File: src/rtl/i2c_tgt_pkg.sv
package i2c_tgt_pkg;
  localparam int REG_AW = 8;
  localparam logic [REG_AW-1:0] OFS_FUNC   = 8'h00;
  localparam logic [REG_AW-1:0] OFS_IEN    = 8'h20;
  localparam logic [REG_AW-1:0] OFS_ISTS   = 8'h24;
  localparam logic [REG_AW-1:0] OFS_CMD    = 8'h28;
  localparam logic [REG_AW-1:0] OFS_LEN    = 8'h2c;
  localparam logic [REG_AW-1:0] OFS_TXBUF  = 8'h30;
  localparam logic [REG_AW-1:0] OFS_RXBUF  = 8'h34;
  localparam logic [REG_AW-1:0] OFS_OWN    = 8'h38;
  localparam logic [REG_AW-1:0] OFS_CNT    = 8'h3c;
  localparam logic [REG_AW-1:0] OFS_OPADDR = 8'h40;
  localparam logic [REG_AW-1:0] OFS_OPLEN  = 8'h44;

  localparam int FUNC_KEEP_W = 23;
  localparam int FUNC_EN_BIT = 1;

  localparam int ST_PKT   = 16;
  localparam int ST_MATCH = 7;
  localparam int ST_STOP  = 4;
  localparam int ST_RXD   = 2;
  localparam logic [31:0] PKT_CLR_EXTRA = 32'h0002_80b5;

  typedef enum logic [0:0] {MV_IDLE, MV_WRITE} mv_state_t;
endpackage

File: src/rtl/tgt_addr_match.sv
module tgt_addr_match #(
  parameter int TA_W = 7
) (
  input  logic            clk,
  input  logic            rst_n,
  input  logic            enable,
  input  logic [TA_W-1:0] own_addr,
  input  logic            ev_start,
  input  logic [TA_W-1:0] ev_addr,
  input  logic            ev_rnw,
  input  logic            ev_stop,
  output logic            start_hit,
  output logic            stop_hit,
  output logic            session,
  output logic            addr_ack
);
  assign start_hit = ev_start && enable && !ev_rnw && (ev_addr == own_addr);
  assign stop_hit  = ev_stop && session;

  always_ff @(posedge clk or negedge rst_n) begin
    if (!rst_n) begin
      session  <= 1'b0;
      addr_ack <= 1'b0;
    end else begin
      addr_ack <= start_hit;
      if (ev_start)     session <= start_hit;
      else if (ev_stop) session <= 1'b0;
    end
  end
endmodule

File: src/rtl/tgt_rx_mover.sv
module tgt_rx_mover
  import i2c_tgt_pkg::*;
#(
  parameter int PTR_W = 32,
  parameter int LEN_W = 16,
  parameter int CNT_W = 16
) (
  input  logic             clk,
  input  logic             rst_n,
  input  logic             session,
  input  logic             cnt_clr,
  input  logic             ptr_ld,
  input  logic [PTR_W-1:0] ptr_val,
  input  logic             len_ld,
  input  logic [LEN_W-1:0] len_val,
  input  logic             rx_valid,
  input  logic [7:0]       rx_data,
  output logic             rx_ready,
  output logic             mem_valid,
  output logic [PTR_W-1:0] mem_addr,
  output logic [7:0]       mem_data,
  input  logic             mem_ready,
  output logic             resp_valid,
  output logic             resp_ack,
  output logic [PTR_W-1:0] ptr,
  output logic [LEN_W-1:0] len,
  output logic [CNT_W-1:0] rx_cnt
);
  mv_state_t  state;
  logic [7:0] byte_q;
  logic       take, refuse, write_done;

  assign rx_ready   = (state == MV_IDLE);
  assign take       = rx_valid && rx_ready;
  assign refuse     = take && (!session || (len == '0));
  assign mem_valid  = (state == MV_WRITE);
  assign write_done = mem_valid && mem_ready;
  assign mem_addr   = ptr;
  assign mem_data   = byte_q;

  always_ff @(posedge clk or negedge rst_n) begin
    if (!rst_n) begin
      state      <= MV_IDLE;
      byte_q     <= '0;
      resp_valid <= 1'b0;
      resp_ack   <= 1'b0;
    end else begin
      resp_valid <= refuse || write_done;
      resp_ack   <= write_done;
      case (state)
        MV_IDLE: begin
          if (take && !refuse) begin
            byte_q <= rx_data;
            state  <= MV_WRITE;
          end
        end
        default: begin
          if (mem_ready) state <= MV_IDLE;
        end
      endcase
    end
  end

  always_ff @(posedge clk or negedge rst_n) begin
    if (!rst_n) begin
      ptr    <= '0;
      len    <= '0;
      rx_cnt <= '0;
    end else begin
      if (ptr_ld)          ptr <= ptr_val;
      else if (write_done) ptr <= ptr + PTR_W'(1);
      if (len_ld)          len <= len_val;
      else if (write_done) len <= len - LEN_W'(1);
      if (cnt_clr)         rx_cnt <= '0;
      else if (write_done) rx_cnt <= rx_cnt + CNT_W'(1);
    end
  end
endmodule

File: src/rtl/tgt_irq_status.sv
module tgt_irq_status
  import i2c_tgt_pkg::*;
(
  input  logic        clk,
  input  logic        rst_n,
  input  logic        set_done,
  input  logic        clr_we,
  input  logic [31:0] clr_val,
  output logic [31:0] status,
  output logic        irq
);
  logic [31:0] clr_mask, set_mask, status_nx;

  always_comb begin
    clr_mask = '0;
    if (clr_we) begin
      clr_mask = clr_val;
      if (clr_val[ST_PKT]) clr_mask = clr_val | PKT_CLR_EXTRA;
    end
    set_mask = '0;
    if (set_done) begin
      set_mask[ST_PKT]   = 1'b1;
      set_mask[ST_MATCH] = 1'b1;
      set_mask[ST_STOP]  = 1'b1;
      set_mask[ST_RXD]   = 1'b1;
    end
    status_nx = (status & ~clr_mask) | set_mask;
  end

  always_ff @(posedge clk or negedge rst_n) begin
    if (!rst_n) begin
      status <= '0;
      irq    <= 1'b0;
    end else begin
      status <= status_nx;
      if (set_done)                      irq <= 1'b1;
      else if (clr_we && status_nx == '0) irq <= 1'b0;
    end
  end
endmodule

File: src/rtl/i2c_tgt_rx_dma.sv
module i2c_tgt_rx_dma
  import i2c_tgt_pkg::*;
#(
  parameter int TA_W  = 7,
  parameter int PTR_W = 32,
  parameter int LEN_W = 16,
  parameter int CNT_W = 16
) (
  input  logic             clk,
  input  logic             rst_n,
  input  logic             reg_wr,
  input  logic [7:0]       reg_addr,
  input  logic [31:0]      reg_wdata,
  output logic [31:0]      reg_rdata,
  input  logic             ev_start,
  input  logic [TA_W-1:0]  ev_addr,
  input  logic             ev_rnw,
  input  logic             ev_stop,
  output logic             addr_ack,
  input  logic             rx_valid,
  input  logic [7:0]       rx_data,
  output logic             rx_ready,
  output logic             rx_resp_valid,
  output logic             rx_resp_ack,
  output logic             mem_valid,
  output logic [PTR_W-1:0] mem_addr,
  output logic [7:0]       mem_data,
  input  logic             mem_ready,
  output logic             irq
);
  logic [FUNC_KEEP_W-1:0] func_q;
  logic [31:0]            ien_q, cmd_q;
  logic [TA_W-1:0]        own_q;
  logic                   start_hit, stop_hit, session;
  logic                   ptr_ld, len_ld, cnt_clr, sts_we;
  logic [PTR_W-1:0]       ptr;
  logic [LEN_W-1:0]       len;
  logic [CNT_W-1:0]       rx_cnt;
  logic [31:0]            status;

  assign ptr_ld  = reg_wr && (reg_addr == OFS_TXBUF || reg_addr == OFS_RXBUF);
  assign len_ld  = reg_wr && (reg_addr == OFS_LEN);
  assign sts_we  = reg_wr && (reg_addr == OFS_ISTS);
  assign cnt_clr = start_hit || (reg_wr && reg_addr == OFS_CNT);

  always_ff @(posedge clk or negedge rst_n) begin
    if (!rst_n) begin
      func_q <= '0;
      ien_q  <= '0;
      cmd_q  <= '0;
      own_q  <= '0;
    end else if (reg_wr) begin
      case (reg_addr)
        OFS_FUNC: func_q <= reg_wdata[FUNC_KEEP_W-1:0];
        OFS_IEN:  ien_q  <= reg_wdata;
        OFS_CMD:  cmd_q  <= reg_wdata;
        OFS_OWN:  own_q  <= reg_wdata[TA_W-1:0];
        default:  ;
      endcase
    end
  end

  tgt_addr_match #(.TA_W(TA_W)) u_match (
    .clk       (clk),
    .rst_n     (rst_n),
    .enable    (func_q[FUNC_EN_BIT]),
    .own_addr  (own_q),
    .ev_start  (ev_start),
    .ev_addr   (ev_addr),
    .ev_rnw    (ev_rnw),
    .ev_stop   (ev_stop),
    .start_hit (start_hit),
    .stop_hit  (stop_hit),
    .session   (session),
    .addr_ack  (addr_ack)
  );

  tgt_rx_mover #(.PTR_W(PTR_W), .LEN_W(LEN_W), .CNT_W(CNT_W)) u_mover (
    .clk        (clk),
    .rst_n      (rst_n),
    .session    (session),
    .cnt_clr    (cnt_clr),
    .ptr_ld     (ptr_ld),
    .ptr_val    (reg_wdata[PTR_W-1:0]),
    .len_ld     (len_ld),
    .len_val    (reg_wdata[LEN_W-1:0]),
    .rx_valid   (rx_valid),
    .rx_data    (rx_data),
    .rx_ready   (rx_ready),
    .mem_valid  (mem_valid),
    .mem_addr   (mem_addr),
    .mem_data   (mem_data),
    .mem_ready  (mem_ready),
    .resp_valid (rx_resp_valid),
    .resp_ack   (rx_resp_ack),
    .ptr        (ptr),
    .len        (len),
    .rx_cnt     (rx_cnt)
  );

  tgt_irq_status u_status (
    .clk      (clk),
    .rst_n    (rst_n),
    .set_done (stop_hit),
    .clr_we   (sts_we),
    .clr_val  (reg_wdata),
    .status   (status),
    .irq      (irq)
  );

  always_comb begin
    case (reg_addr)
      OFS_FUNC:   reg_rdata = 32'(func_q);
      OFS_IEN:    reg_rdata = ien_q;
      OFS_ISTS:   reg_rdata = status;
      OFS_CMD:    reg_rdata = cmd_q;
      OFS_LEN:    reg_rdata = 32'(len);
      OFS_TXBUF:  reg_rdata = 32'(ptr);
      OFS_RXBUF:  reg_rdata = 32'(ptr);
      OFS_OWN:    reg_rdata = 32'(own_q);
      OFS_CNT:    reg_rdata = 32'(rx_cnt) << 16;
      OFS_OPADDR: reg_rdata = 32'(ptr);
      OFS_OPLEN:  reg_rdata = 32'(len);
      default:    reg_rdata = '0;
    endcase
  end
endmodule

File: config.mk
export PLATFORM = sky130hd
export DESIGN_NAME = i2c_tgt_rx_dma
export DESIGN_NICKNAME = d
export VERILOG_FILES = /design/src/rtl/i2c_tgt_pkg.sv /design/src/rtl/tgt_addr_match.sv /design/src/rtl/tgt_rx_mover.sv /design/src/rtl/tgt_irq_status.sv /design/src/rtl/i2c_tgt_rx_dma.sv
export SDC_FILE = /design/constraint.sdc
export NUM_CORES = 1
export LEC_CHECK = 0
export ABC_AREA = 1
export BUFFER_PORTS_ARGS = -buffer_cell sky130_fd_sc_hd__buf_4
export CAP_MARGIN = 25
export CORE_ASPECT_RATIO = 0.7
export CORE_MARGIN = 1.5
export CORE_UTILIZATION = 55
export CTS_BUF_LIST = sky130_fd_sc_hd__clkbuf_8
export CTS_CLUSTER_DIAMETER = 100
export DETAILED_ROUTE_END_ITERATION = 6
export PLACE_DENSITY = 0.77
export SYNTH_ARGS = -nofsm -noshare
export SYNTH_HDL_FRONTEND = slang
export SYNTH_HIERARCHICAL = 1
export SYNTH_SLANG_ARGS = --single-unit
File: constraint.sdc
create_clock -name clk -period 2 [get_ports clk]
set_clock_uncertainty 0.15 [all_clocks]
set_input_delay 0.2 -clock clk [delete_from_list [all_inputs] [get_ports clk]]
set_output_delay 0.2 -clock clk [all_outputs]
set_load 0.02 [all_outputs]
# --- Yosys cells after proc, flatten, opt, wreduce, memory -nomap -nowiden ---
# Index checks and enable logic that the tools add are counted.
word_totals:
  regBits: 204
  elab_cells: 85
op_classes:
  addsub: 3
  eq_ne: 11
  muxes: 17
  n_bitwise: 4
  reduce_logical: 35
ops:
  columns: ["cell", "n"]
  rows:
  - ["$pmux 32 s8", 1]
  - ["$mux 32", 3]
  - ["$eq 8x6->1 const B", 8]
  - ["$mux 16", 4]
  - ["$add 32x1->32 const B", 1]
  - ["$and 32x32->32", 1]
  - ["$logic_not 32->1", 1]
  - ["$not 32->32", 1]
  - ["$or 32x17->32", 1]
  - ["$mux 18", 1]
  - ["$add 16x1->16 const B", 1]
  - ["$eq 8x7->1 const B", 2]
  - ["$logic_not 16->1", 1]
  - ["$sub 16x1->16 const B", 1]
  - ["$logic_and 1x1->1", 13]
  - ["$reduce_and 2->1", 5]
  - ["$reduce_bool 2->1", 5]
  - ["$logic_not 8->1", 1]
  - ["$mux 1", 8]
  - ["$eq 7x7->1", 1]
  - ["$logic_or 1x1->1", 4]
  - ["$logic_not 1->1", 3]
  - ["$reduce_or 3->1", 1]
  - ["$reduce_or 2->1", 1]
  - ["$not 1->1", 1]

# --- Longest topological paths before layout ---
# Gate-level depths: netlist of run 1.
logic_depth:
  word_depth: 10
  depth_mapped: 16
  mapped_depth_nobuf: 14

# --- Modules after synthesis ---
# Netlist of run 1, hierarchy kept.
modules_own_cells:
  columns: ["module", "n_inst", "cells_per_inst", "area_each_um2", "seq_area_each_um2"]
  rows:
  - ["i2c_tgt_rx_dma", 1, 732, 5200.0, 2352.3]
  - ["tgt_rx_mover", 1, 769, 5093.6, 1876.8]
  - ["tgt_irq_status", 1, 167, 1377.6, 825.8]
  - ["tgt_addr_match", 1, 26, 183.9, 50.0]

# --- Least setup slack after synthesis of run 1 ---
# No wires, ideal clock.
synth_path:
  kind: "input to register"
  start: "in reg_addr[0]"
  end: "reg u_status.irq"
  setup_ps: 120
  arrival_ps: 1585
  setup_slack_ps: 146
  stages: 16
  cell_sequence: "inv_1 -> nand2_1 -> nor2_1 -> nand2_1 -> nor2_1 -> buf_6 -> buf_6 -> nand2_1 -> nand2_1 -> nand2_1 -> nor2_1 -> nand2_1 -> nor2_1 -> nand3_1 -> nand2_1 -> nand2_1"
synth_via:
  elab_chain_len: 9
synth_rtl:
  columns: ["element", "line", "text"]
  rows:
  - ["start: declaration", "i2c_tgt_rx_dma.sv:12", "input logic [7:0] reg_addr,"]
  - ["$eq 8x6->1 (*)", "i2c_tgt_rx_dma.sv:43", "assign sts_we = reg_wr && (reg_addr == OFS_ISTS);"]
  - ["$logic_and 1x1->1 (*)", "i2c_tgt_rx_dma.sv:43", null]
  - ["named net sts_we", "i2c_tgt_rx_dma.sv:35", "logic ptr_ld, len_ld, cnt_clr, sts_we;"]
  - ["$mux 32", "tgt_irq_status.sv:16", "if (clr_we) begin"]
  - ["$not 32->32", "tgt_irq_status.sv:27", "status_nx = (status & ~clr_mask) | set_mask;"]
  - ["$and 32x32->32", "tgt_irq_status.sv:27", null]
  - ["$or 32x17->32", "tgt_irq_status.sv:27", null]
  - ["$logic_not 32->1", "tgt_irq_status.sv:37", "else if (clr_we && status_nx == '0) irq <= 1'b0;"]
  - ["$logic_and 1x1->1 (*)", "tgt_irq_status.sv:37", null]
  - ["$reduce_bool 2->1 (no line) (*)", null, null]
  - ["end signal: assignment", "tgt_irq_status.sv:33", "irq <= 1'b0;"]
  - ["end signal: assignment", "tgt_irq_status.sv:36", "if (set_done) irq <= 1'b1;"]
  - ["end signal: assignment", "tgt_irq_status.sv:37", null]
  - ["end: declaration", "tgt_irq_status.sv:10", "output logic irq"]
# The timed path passes the listed nets; every way through them passes the cells marked *.
# A chain may end at the register's enable or synchronous reset.

# --- Final worst setup path of run 1 ---
layout_path:
  start: "in reg_addr[3]"
  end: "out reg_rdata[6]"
layout_via:
  elab_chain_len: 3
  elab_cells_between_ends: 14
layout_rtl:
  columns: ["element", "line", "text"]
  rows:
  - ["$eq 8x6->1 / $eq 8x7->1 (equally long branches)", "i2c_tgt_rx_dma.sv:112", "case (reg_addr)"]
  - ["$reduce_or 3->1 (no line) / $reduce_or 2->1 (equally long branches)", null, null]
  - ["$pmux 32 s8 (*)", "i2c_tgt_rx_dma.sv:112", null]
  - ["end: declaration", "i2c_tgt_rx_dma.sv:14", "output logic [31:0] reg_rdata,"]
# Mark *: on every way between the ends. The rest lies on a longest branch, timed or not.

==> summary.txt, run 1 <==
Finish
  • Fraction of layout cells with a size suffix above 1: 17.7%
  • Area Growth Syn to Fin: 25.2%
  • Most common cell after layout, fill and taps aside: nand2_1
  • Most frequent cells in the layout: nand2_1, inv_1, dfrtp_1
  • Total Nets Final: 1,979
  • Design Area, Final: about 15,000 µm²
  • Antenna diodes: 0
  • Number of fill cells: 1,697
  • Fin util: a little under three quarters

Die
  • Die Ht: 126 µm
  • I/O pins: 141
  • Die X: 178 µm
  • Site Rows: between 40 and 50
  • Core ar.: about 21,000 µm²
  • Initial Util: 56.7%
  • Die area: ~22,000 µm²

Power and ir drop
  • PwrDens: 659 nW/µm²
  • Leak Pwr: a little under 0.008 µW
  • VDD IR max: 0.502 mV

Critical path
  • Worst Path Required: roughly 1.7 ns
  • Worst Setup Start Kind: input pin
  • CP top delay family: simple AND/OR/NAND/NOR gates
  • CP max FO: 15
  • Crit path arrival time: around 1.7 ns
  • Setup Crit Path Kind: in2out
  • Most common cell on crit path: buf_4
  • Critical path buffers and inverters: 5
  • CP Capture Type: output pin
  • Crit-path slowest cell: clkbuf_16
  • Worst Setup SP: reg_addr[3]
  • Worst stage delay on the critical path: 0.21 ns
  • Cells along the critical path: buf_4 -> buf_4 -> nor2_1 -> nand2_2 -> inv_2 -> nand2_1 -> nand2_4 -> clkbuf_16 -> nand2_1 -> nand3_1 -> buf_4
  • Reg-to-reg critical path startpoint: own_q[4]

Run
  • Max cap viols: 0

Synth
  • Synth unique cells: 35
  • Syn nets: 1,760
  • Top cells by area, synth: dfrtp_1, nand2_1, inv_1
  • Sequential fraction of the synthesis area: a little over two fifths
  • Synthesized flop and latch total: 204
  • Mean Syn Cell Area: 7.00 µm²
  • Mapped Cells: 1,694
  • Yosys top cell area share: between 40% and 50%
  • Area leader, netlist: dfrtp_1
  • Synth warnings: 6
  • Synth Cell Area: 11,900 µm²

Placement
  • Port bufs: 140
  • DP HPWL: 27,400 µm
  • Gp weighted congestion: 0.926
  • Placed inst area: 13,300 µm²

GRT
  • Initial antenna violation count: 0
  • Vias in the first global route: 11,193
  • GRT Util Overall: 34.6%
  • Total gr overflow: 0
  • First-pass GRT wire length: 59,700 µm
  • Largest net degree at the start of global routing: 65

Route
  • Routed length per instance: 18.0 µm
  • Vias: 12,267
  • Via/cell ratio: 5.56
  • ANT nets after route: 0
  • Iteration-0 DRC Markers: 1,554
  • DR pass1 iterations: 6
  • Routed WL: roughly 40,000 µm
  • DRC viols: 0

Min path
  • Hold Path Class: in2async

Clock tree
  • CTS Root Cell: clkbuf_8
  • # clock sinks: between 200 and 250
  • CTS Buffer Depth: 3
  • Clk pin slew, worst setup/hold paths: approximately 0.07 ns
  • Clk Latency, worst-skew pair: 0.52 ns
  • H-tree depth: 2
  • Total CTS buffers: 34
  • CTS tree: built

Timing
  • Slew Viols, Final: 0
  • Final Cycle Share: ~100%
  • Final setup fails: 0
  • Worst slew margin: 65.5%
  • Final hold vios: 0
  • Post-layout min period: 2.00 ns
  • Worst slew pin tran: 0.513 ns
  • Max Fclk: approximately 0.5 GHz
  • RSZ-0062 raised after global routing: true

Outcome
  • Status: finished clean
-- final cells by class --
type	count	area [µm²]	share of cell area [%]
clock buffer	44	606	4.08
clock inverter	10	41.3	0.278
inverter	203	762	5.13
multi-input combinational	1201	5510	37.1
sequential	204	5110	34.4
tap	276	345	2.33
timing repair buffer	269	2470	16.6
-- flip-flops by register name, indices dropped and copies added (netlist names) --
register,flops
cmd_q,32
func_q,23
ien_q,32
own_q,7
u_match/addr_ack,1
u_match/session,1
u_mover/len,16
u_mover/mem_addr,32
u_mover/mem_data,8
u_mover/mem_valid,1
u_mover/resp_ack,1
u_mover/resp_valid,1
u_mover/rx_cnt,16
u_status/irq,1
u_status/status,32
-- Yosys cell counts (all sizes together) --
cell type and count:
dfrtp 204, xor2 14, and2 1, nand2 661
o21ai 134, clkinv 1, a31o 1, clkbuf 4
ha 3, buf 82, o21bai 5, o311ai 1
nand3b 4, xnor2 7, nor2 175, nand4 22
o211ai 11, a21boi 1, nand3 124, o22ai 2
a22o 6, nor3 5, a21oi 24, inv 202
-- report_power, final --
group / switching, µW / total, µW / internal (µW)
Combinational: 860 / 1450 / 592
Clock: 1710 / 3660 / 1950
Sequential: 310 / 4670 / 4360
-- cell families (layout without fill, tap and decap cells) --
| group | count (synthesis) | in the layout | share of synthesized area [%] |
|---|---|---|---|
| xor+xnor | 21 | 21 | 1.55 |
| simple gates | 992 | 992 | 34.9 |
| compound gates | 185 | 185 | 8.44 |
| flops | 204 | 204 | 43.1 |
| buf+inv | 289 | 526 | 11.7 |
| fa+ha+maj | 3 | 3 | 0.317 |
-- worst paths after layout --
check | to | slack [ns] | cells after the start
max | reg_rdata[6] | 0.0007 | 11
min | own_q[4] | 0.04 | 2
max reg2reg | u_mover/rx_cnt[13] | 0.06 | 11
min reg2reg | u_mover/mem_data[6] | 0.33 | 2
max in group asynchronous | ien_q[21] | 0.96 | 3
min in group clk | own_q[4] | 0.15 | 4
-- per-layer routing --
layer	global-route usage [%]	wire, µm	vias up
met5	0	0	-
li1	-	-	5684
met1	49.6	16500	5748
met3	13.6	5700	95
met4	8.28	949	0
met2	48.8	16500	740
-- per-stage QoR --
step | std cells | hold WS [ns] | TNS, ns | total power (µW) | worst slack (ns)
global route | 2207 | 0.0889 | -1.14 | 10200 | -0.0629
CTS | 2192 | 0.0546 | 0 | 9750 | 0.00178
global placement | 2090 | 0.0386 | 0 | 6010 | 0.00441
detailed placement | 2090 | 0.0419 | -0.270 | 6050 | -0.105
floorplan | 1694 | -0.246 | 0 | 5450 | 0.146
finish | 2207 | 0.0446 | 0 | 9780 | 0.000688
-- what timing repair did --
action	4_1_cts	5_1_grt
hold endpoints to repair	391	0
pin swaps	0	7
setup buffers	0	9
gates cloned	0	6
endpoints found under the setup margin	3	32
hold buffers	48	0
resized for setup	7	33
No activity file was read; power rests on OpenSTA's default activity.
==> run 2: changes to the inputs <==
- CELL_PAD_IN_SITES_DETAIL_PLACEMENT: default -> 1
- CELL_PAD_IN_SITES_GLOBAL_PLACEMENT: default -> 2
- CORE_UTILIZATION: 55 -> 34
- PLACE_DENSITY: 0.77 -> 0.83
==> summary.txt, run 2 (same netlist as run 1, synthesis figures left out) <==
Outcome
  • Status: complete, but fails checks
  • Failing checks: negative setup slack

Power and ir drop
  • Leak Pwr: 0.00846 µW
  • PwrDens: around 650 nW/µm²
  • VDD IR max: roughly 0.29 mV

Timing
  • Final setup fails: 9
  • PnR worst setup slack: -0.0474 ns
  • Slew Viols, Final: 0
  • Max Fclk: 0.488 GHz
  • Worst slew pin tran: between 0.3 and 0.4 ns
  • Final hold vios: 0
  • Worst slew margin: approximately three quarters
  • Final Cycle Share: 102%
  • Post-layout min period: 2.05 ns
  • RSZ-0062 raised after global routing: true

Die
  • Initial Util: 35.0%
  • Die Ht: 159 µm
  • Die area: 36,000 µm²
  • Core ar.: 33,900 µm²
  • I/O pins: roughly 140
  • Die X: 226 µm
  • Site Rows: 56

Critical path
  • Most common cell on crit path: buf_4
  • Worst Setup SP: reg_addr[7]
  • Reg-to-reg critical path startpoint: own_q[6]
  • Cells along the critical path: buf_4 -> inv_1 -> nand2_1 -> nor2_2 -> buf_4 -> nand2_1 -> buf_4 -> nand2_8 -> nand2_1 -> nand3_1 -> buf_4
  • R2R cell count: 13
  • CP Capture Type: output pin
  • CP top delay family: simple AND/OR/NAND/NOR gates
  • Worst stage delay on the critical path: around 0.22 ns
  • Critical path buffers and inverters: 5
  • Worst Setup Start Kind: input pin
  • Setup Crit Path Kind: in2out
  • Crit-path slowest cell: buf_4
  • Crit path arrival time: about 1.7 ns
  • Worst Path Required: 1.65 ns
  • CP max FO: 11
  • Stages on worst setup path: 11

Clock tree
  • Clk Latency, worst-skew pair: roughly 0.56 ns
  • Clk pin slew, worst setup/hold paths: 0.06 ns
  • CTS Root Cell: clkbuf_8
  • H-tree depth: 2
  • CTS Buffer Depth: 3
  • Total CTS buffers: 39
  • # clock sinks: between 200 and 250
  • CTS tree: built

Finish
  • Most frequent cells in the layout: nand2_1, inv_1, buf_4
  • Most common cell after layout, fill and taps aside: nand2_1
  • Fraction of layout cells with a size suffix above 1: between 20% and 30%
  • Area of the multi-input gates: 5780 µm²
  • Area Growth Syn to Fin: 36.3%
  • Number of fill cells: roughly 4,300
  • Fin util: 47.6%
  • Total Nets Final: 2,041
  • FF/Latch Area: 5110 µm²

Route
  • Vias: 12,337
  • DR pass1 iterations: 5
  • DRC viols: 0
  • Routed WL: 49,500 µm
  • Iteration-0 DRC Markers: 808
  • Via/cell ratio: approximately 5
  • ANT nets after route: 0
  • Routed length per instance: 20.1 µm

GRT
  • Vias in the first global route: 12,404
  • First-pass GRT wire length: around 74,000 µm
  • Largest net degree at the start of global routing: around 50
  • Initial antenna violation count: 1
  • Total gr overflow: 0
  • GRT Util Overall: a little over a quarter

Placement
  • DP HPWL: 35,000 µm
  • Gp weighted congestion: 0.857
  • Setup WS pre-CTS: -0.173 ns
  • Port bufs: 140

Min path
  • Hold Path Class: in2async

Run
  • Max cap viols: 0
## run 2: cell types whose count changed in the layout (fill, tap and decap cells not counted), moves of 9 or more
cell	previous run	this run
nand2_2	12	21
buf_4	195	209
buf_6	2	34
nand2_1	644	626
nand3_1	116	105
nor2_4	12	22
nand3_2	5	17
## run 2: layout make-up
class	instances	area share (%)
Clock inverter	16	0.395
Timing Repair Buffer	326	19.5
Sequential cell	204	31.6
Clock buffer	51	4.34
Inverter	203	4.73
Multi-Input combinational cell	1201	35.8
Antenna cell	1	0.0155
Tap cell	464	3.59
## run 2: tightest hold or removal path, cell delays in order
cell and delay (ns):
dlygate4sd3_1 0.57, buf_8 0.19, buf_12 0.24
## run 2: per-layer routing
metal | GRT usage (%) | vias to the layer above | routed length (µm)
met4 | 5.85 | 0 | 1060
met1 | 40.7 | 6121 | 24300
met2 | 39.0 | 306 | 21200
met3 | 4.82 | 84 | 2980
li1 | - | 5826 | -
met5 | 0 | - | 0
## run 2: report_power, final
group / leakage (µW) / switching [µW] / internal, µW / total (µW)
clock network: 0.000448 / 1920 / 2260 / 4190
registers: 0.00270 / 299 / 4360 / 4660
logic: 0.00531 / 957 / 676 / 1630
## run 2: worst paths after layout
| kind | slack [ns] | end |
|---|---|---|
| max | -0.05 | reg_rdata[10] |
| min | 0.15 | own_q[3] |
| max reg2reg | 0.04 | u_mover/rx_cnt[13] |
| min reg2reg | 0.33 | func_q[16] |
| max in group asynchronous | 1.22 | own_q[4] |
| min in group clk | 0.25 | u_mover/mem_valid |
## run 2: what timing repair did
| action | 4_1_cts | 5_1_grt |
|---|---|---|
| setup endpoints to repair | 22 | 46 |
| setup buffers | 1 | 23 |
| cloned | 2 | 7 |
| hold buffers | 50 | 0 |
| endpoints found under the hold margin | 391 | 0 |
| gates resized for setup | 44 | 103 |
| pin swaps | 13 | 27 |
## run 2: per-stage QoR
stage	setup TNS [ns]	cells	area [µm²]	hold slack (ns)	total power [µW]
floorplan	0	1694	11900	-0.246	5450
global placement	-0.252	2316	13900	-0.0291	6150
detailed placement	-0.558	2316	13900	-0.0317	6200
CTS	-0.416	2436	15400	0.110	10600
global route	-1.07	2466	16200	0.142	11000
finish	-0.208	2466	16200	0.145	10500
